<file path="src/rtl/thr_alert_pkg.sv">
package thr_alert_pkg;

    localparam int unsigned RES_W = 12;

    typedef enum logic {
        MODE_HYST = 1'b0,
        MODE_WIN  = 1'b1
    } cmp_mode_e;

    typedef struct packed {
        logic above;
        logic below;
    } cmp_flags_t;

    // Next alert state for one valid result.
    function automatic logic next_alert(input cmp_mode_e mode,
                                        input cmp_flags_t fl,
                                        input logic cur);
        logic nxt;
        if (mode == MODE_WIN) begin
            nxt = fl.above | fl.below;
        end else if (fl.above) begin
            nxt = 1'b1;          // set wins when limits are crossed
        end else if (fl.below) begin
            nxt = 1'b0;
        end else begin
            nxt = cur;
        end
        return nxt;
    endfunction

endpackage

</file>
<file path="src/rtl/thr_alert_cmp.sv">
module thr_alert_cmp
    import thr_alert_pkg::*;
#(
    parameter int unsigned W = RES_W
) (
    input  logic [W-1:0] value,
    input  logic [W-1:0] upper,
    input  logic [W-1:0] lower,
    output cmp_flags_t   flags
);
    logic signed [W-1:0] v_s, u_s, l_s;

    always_comb begin
        v_s         = $signed(value);
        u_s         = $signed(upper);
        l_s         = $signed(lower);
        flags.above = (v_s > u_s);
        flags.below = (v_s < l_s);
    end
endmodule

</file>
<file path="src/rtl/thr_alert_core.sv">
module thr_alert_core
    import thr_alert_pkg::*;
(
    input  logic       clk,
    input  logic       rst,
    input  logic       valid,
    input  cmp_mode_e  mode,
    input  cmp_flags_t flags,
    output logic       active
);
    cmp_mode_e mode_q;
    logic      mode_chg;

    assign mode_chg = (mode != mode_q);

    always_ff @(posedge clk) begin
        if (rst) begin
            active <= 1'b0;
            mode_q <= mode;
        end else begin
            mode_q <= mode;
            if (mode_chg) begin
                active <= 1'b0;
            end else if (valid) begin
                active <= next_alert(mode, flags, active);
            end
        end
    end

    assert_hold_idle_R6: assert property (@(posedge clk) disable iff (rst)
        (!valid && !mode_chg) |=> $stable(active));

    assert_mode_clear_R8: assert property (@(posedge clk) disable iff (rst)
        mode_chg |=> !active);

    assert_window_eval_R4: assert property (@(posedge clk) disable iff (rst)
        (valid && !mode_chg && mode == MODE_WIN)
        |=> (active == ($past(flags.above) || $past(flags.below))));

    assert_hyst_set_R2: assert property (@(posedge clk) disable iff (rst)
        (valid && !mode_chg && mode == MODE_HYST && flags.above) |=> active);

    assert_hyst_band_hold_R3: assert property (@(posedge clk) disable iff (rst)
        (valid && !mode_chg && mode == MODE_HYST && !flags.above && !flags.below)
        |=> $stable(active));
endmodule

</file>
<file path="src/rtl/thr_alert_drive.sv">
module thr_alert_drive (
    input  logic active,
    input  logic pol_high,
    output logic pin
);
    always_comb begin
        if (pol_high) pin = active;
        else          pin = ~active;
    end
endmodule

</file>
<file path="src/rtl/thr_alert_comparator.sv">
module thr_alert_comparator
    import thr_alert_pkg::*;
(
    input  logic             clk,
    input  logic             rst,
    input  logic             res_valid,
    input  logic [RES_W-1:0] res_data,
    input  logic [RES_W-1:0] lim_hi,
    input  logic [RES_W-1:0] lim_lo,
    input  logic             mode_win,
    input  logic             pol_high,
    output logic             alert_pin
);
    cmp_flags_t flags;
    logic       active;
    cmp_mode_e  mode;

    assign mode = cmp_mode_e'(mode_win);

    thr_alert_cmp #(.W(RES_W)) i_cmp (
        .value (res_data),
        .upper (lim_hi),
        .lower (lim_lo),
        .flags (flags)
    );

    thr_alert_core i_core (
        .clk    (clk),
        .rst    (rst),
        .valid  (res_valid),
        .mode   (mode),
        .flags  (flags),
        .active (active)
    );

    thr_alert_drive i_drive (
        .active   (active),
        .pol_high (pol_high),
        .pin      (alert_pin)
    );

    assert_reset_idle_R1: assert property (@(posedge clk)
        rst |=> (alert_pin == !pol_high));
endmodule

</file>
<file path="config.mk">
export PLATFORM = sky130hd
export DESIGN_NAME = thr_alert_comparator
export DESIGN_NICKNAME = d
export VERILOG_FILES = /design/src/rtl/thr_alert_pkg.sv /design/src/rtl/thr_alert_cmp.sv /design/src/rtl/thr_alert_core.sv /design/src/rtl/thr_alert_drive.sv /design/src/rtl/thr_alert_comparator.sv
export SDC_FILE = /design/constraint.sdc
export NUM_CORES = 1
export LEC_CHECK = 0
export CORE_MARGIN = 5
export CORE_UTILIZATION = 25
export CTS_CLUSTER_SIZE = 12
export DETAILED_ROUTE_END_ITERATION = 7
export GPL_ROUTABILITY_DRIVEN = 1
export PLACE_DENSITY_LB_ADDON = 0.2
export SYNTH_ARGS = -nofsm -noshare
export SYNTH_HDL_FRONTEND = slang
export SYNTH_SLANG_ARGS = --single-unit
</file>
<file path="constraint.sdc">
create_clock -name clk -period 3.24 [get_ports clk]
set_input_delay 0.972 -clock clk [delete_from_list [all_inputs] [get_ports clk]]
set_output_delay 0.972 -clock clk [all_outputs]
set_load 0.01 [all_outputs]
</file>
# --- Yosys cells after proc, flatten, opt, wreduce, memory -nomap -nowiden ---
# Index checks and enable logic that the tools add are counted.
totals:
  register_bits: 2
  input_bits: 41
  out_inout_bits: 1
  word_cells: 14
op_classes:
  order_cmp: 2
  eq_ne: 1
  n_mux: 4
  n_bitwise: 2
  n_reduce_logical: 3
ops:
  columns: ["op", "count"]
  rows:
  - ["greater-than comparator 12 bit", 1]
  - ["< comparator 12 bit", 1]
  - ["2-to-1 mux 1 bit", 4]
  - ["nonzero test 3 bit", 1]
  - ["AND reduction 2 bit", 1]
  - ["OR reduction 2 bit", 1]
  - ["!= test 1 bit", 1]
  - ["inverter 1 bit", 1]
  - ["OR 1 bit", 1]

# --- Longest topological paths before layout ---
depth:
  depth_word: 4
  ltp_mapped: 8

# --- By module ---
# Synthesis repeated with hierarchy kept, for this count alone.
hier_totals:
  cells_unflattened: 86
  hier_area_um2: 688.2
modules_own_cells:
  columns: ["mod", "n_inst", "cells_per_inst", "area_per_inst_um2", "seq_area_each_um2"]
  rows:
  - ["thr_alert_cmp", 1, 78, 595.6, 0.0]
  - ["thr_alert_core", 1, 7, 83.8, 40.0]
  - ["thr_alert_drive", 1, 1, 8.8, 0.0]

# --- Least setup slack after synthesis ---
# No wires, ideal clock.
synth_timing:
  path_kind: "in2reg"
  startpoint: "in lim_lo[9]"
  endpoint: "reg i_core.active"
  setup_time_ns: 0.088
  t_arrival_ns: 2.690
  slack_ns: 0.462
  cell_stages: 8
  path_buffers: 0
  path_cell_list: "inv_1 ha_1 a21o_1 a211o_1 a2111oi_2 a21oi_1 mux2_4 a311oi_2"
synth_between:
  elab_chain_cells: 3
  word_cells_on_any_way: 5
  classes_between: "order compare (1); mux (1); bitwise (1); reduce/logical (2)"
synth_lines:
  columns: ["item", "line", "source"]
  rows:
  - ["from (decl)", "thr_alert_comparator.sv:9", "input logic [RES_W-1:0] lim_lo,"]
  - ["< comparator 12 bit *", "thr_alert_cmp.sv:18", "flags.below = (v_s < l_s);"]
  - ["nonzero test 3 bit (no source line) / OR 1 bit (equally long branches)", null, null]
  - ["AND reduction 2 bit (no source line) / 2-to-1 mux 1 bit (equally long branches)", null, null]
  - ["to (signal assigned)", "thr_alert_core.sv:25", "active <= next_alert(mode, flags, active);"]
  - ["to (decl)", "thr_alert_core.sv:9", "output logic active"]
# Mark *: on every way between the ends. The rest lies on a longest branch, timed or not.
# A chain may end at the register's enable or synchronous reset.

# --- Worst setup path after layout ---
# Same ends and word-level chain as after synthesis.

==> results.md <==
- First-pass GRT wire length: 3310 um
- YS warnings: 0
- HP Class: flip-flop to flip-flop
- Clock latency on the worst-skew pair: ~0.23 ns
- Sequential-to-total area share from yosys stat: 0.0563
- Crit Path Category: input pin to flip-flop
- Worst Path Arrival: between 3 and 4 ns
- CTS tree: done
- Global Route Usage Sum: 0.0999
- Synth Flop Type: dfxtp_1
- Post-route cell area: 1200 um2
- H-Tree Depth: 1
- PortBufs: 41
- Post-synth ARST share: 0
- Drt initial violations: 10
- Count of cell types in the netlist: 24
- Top cells by area, synth: ha_1, inv_1, dfxtp_1, a21oi_1, a211oi_1
- Cells after synthesis: 94
- Wirelength, routed: roughly 1900 um
- CP max FO: 2
- Clock Tree Root: clkbuf_4
- Total Neg Setup Slack: 0 ns
- DP Area: ~1200 um2
- Top cells by count, synth: inv_1, ha_1, a21oi_1
- Clock Path Buffers: 2
- Synth area leader: ha_1
- Postcts setup bufs: 0
- Pins Over Slew Limit: 0
- Final setup violation count: 0
- Synth top area share: 0.405
- Vias: 769
- Max Cap Viol: 0
- Routed len/inst: 10.8 um
- Die width: ~63 um
- Num CTS Buffers: 3
- Nets in the synthesized netlist: 158
- Layout area overhead: 68.5%
- Peak supply drop: 0.000137 V
- Post-synth EDFFs: 0
- Fin crit share: 0.959
- Worst EP required: ~3.4 ns
- Number of cell rows: 19
- Crit. End Element: flip-flop
- Post-route DRC: 0
- Share of cells above drive strength 1: 0.0571
- Max_slew headroom: 0.730
- 1st-pass router iterations: 4
- Gates resized, CTS repair: 0
- Initial Util: 0.260
- Grt ovf: 0
- Worst Tran Pin Value: between 0.3 and 0.4 ns
- Outcome: finished, final reports clean
- Overall power: approximately 220 uW
- Core outline area: ~2700 um2
- Die Area: between 4000 and 5000 um2
- Clock transition at path regs: approximately 0.03 ns
- Fin. Hold Viols: 0
- Cell Pwr Density: 183 nW/um2
- DR vias/cell: about 4.5
- Final worst path period need: between 3 and 4 ns
- Vias in the first global route: 811
- Skew final: 0.00279 ns
- Hold buffers post-CTS: 0
- Clock Sinks: 2
- Avg Synthesized Cell Area: roughly 7.6 um2
- Net count, final: about 200
- Unrepaired setup endpoints after global routing: false
- Initial antenna violation count: 0
- Die Y: approximately 63 um
- I/O Pins: between 40 and 50
- Yosys reg bits: 2
- Final HPWL DP: ~1700 um
- Antenna-violating nets left: 0
- Lkg Pwr: 0.606 nW
- Routability Congestion: 0.719
- CP startpoint kind: input pin
- Diode count: 0
- Count leader, synth: inv_1
- Largest net degree at the start of global routing: 5
- Max Clk Rate: 322 MHz
- Synthesized area: 711 um2
-- final timing paths --
kind	from	end	slack, ns	cells after the start
max	lim_lo[9]	i_core.active	0.13	9
min	i_core.active	i_core.active	0.55	2
min reg2reg	i_core.active	i_core.active	0.55	2
max reg2reg	i_core.active	i_core.active	2.25	3
-- flip-flops by register name, summed over array words and instances, names as in the netlist --
| register | cells |
|---|---|
| i_core.active | 1 |
| i_core.mode_q | 1 |
-- per-layer routing --
metal	vias to the layer above	global-route usage	wire length, um
met5	-	0	0
met4	0	0.0390	28
met3	4	0.0480	206
met2	33	0.173	860
met1	312	0.103	758
li1	420	-	-
-- logic make-up (layout without fill, tap and decap cells) --
group / Yosys count / after routing / synth area share
mux: 2 / 2 / 0.0352
flops: 2 / 2 / 0.0563
fa+ha+maj: 23 / 23 / 0.405
simple gates: 17 / 17 / 0.121
buf+inv: 26 / 72 / 0.137
compound gates: 22 / 22 / 0.220
xor+xnor: 2 / 2 / 0.0247
-- metrics by stage --
stage | setup slack, ns | instances | util | hold WS [ns]
finish | 0.134 | 171 | 0.438 | 0.553
global route | 0.0202 | 171 | 0.438 | 0.606
CTS | 0.123 | 171 | 0.438 | 0.555
detailed placement | -0.109 | 168 | 0.430 | 0.551
global placement | -0.0681 | 168 | 0.430 | 0.539
floorplan | 0.462 | 94 | - | 0.517
-- power by group --
group / internal, mW / switching [mW] / leakage [nW]
sequential: 0.0266 / 0.00138 / 0.0166
clock: 0.0408 / 0.0152 / 0.0138
combinational: 0.0837 / 0.0511 / 0.576
total: 0.151 / 0.0677 / 0.606
-- critical path, cell delays in order --
cell,delay [ns]
clkdlybuf4s50_1,0.45
inv_1,0.04
ha_1,0.28
a21o_1,0.18
a211o_1,0.32
a2111oi_2,0.33
a21oi_1,0.15
mux2_4,0.32
a311oi_2,0.21
-- final cells by class --
class / count / area (um2)
repair buffers: 43 / 425
flip-flops and latches: 2 / 40.0
fillers: 282 / 1540
well taps: 31 / 38.8
clock buffers: 3 / 22.5
inverters: 26 / 97.6
multi-input cells: 66 / 573
-- cell usage in the layout (no fill, tap or decap), drive strengths merged, types with 2 or more instances in the layout --
cell and instances:
a211oi 3, a21o 2, a21oi 7, buf 2, clkbuf 3, clkdlybuf4s50 41, dfxtp 2, ha 23
inv 26, nand2 3, nand2b 3, nand4 3, nor2 5, o21ai 4
Power figures use the tool's default switching activity.
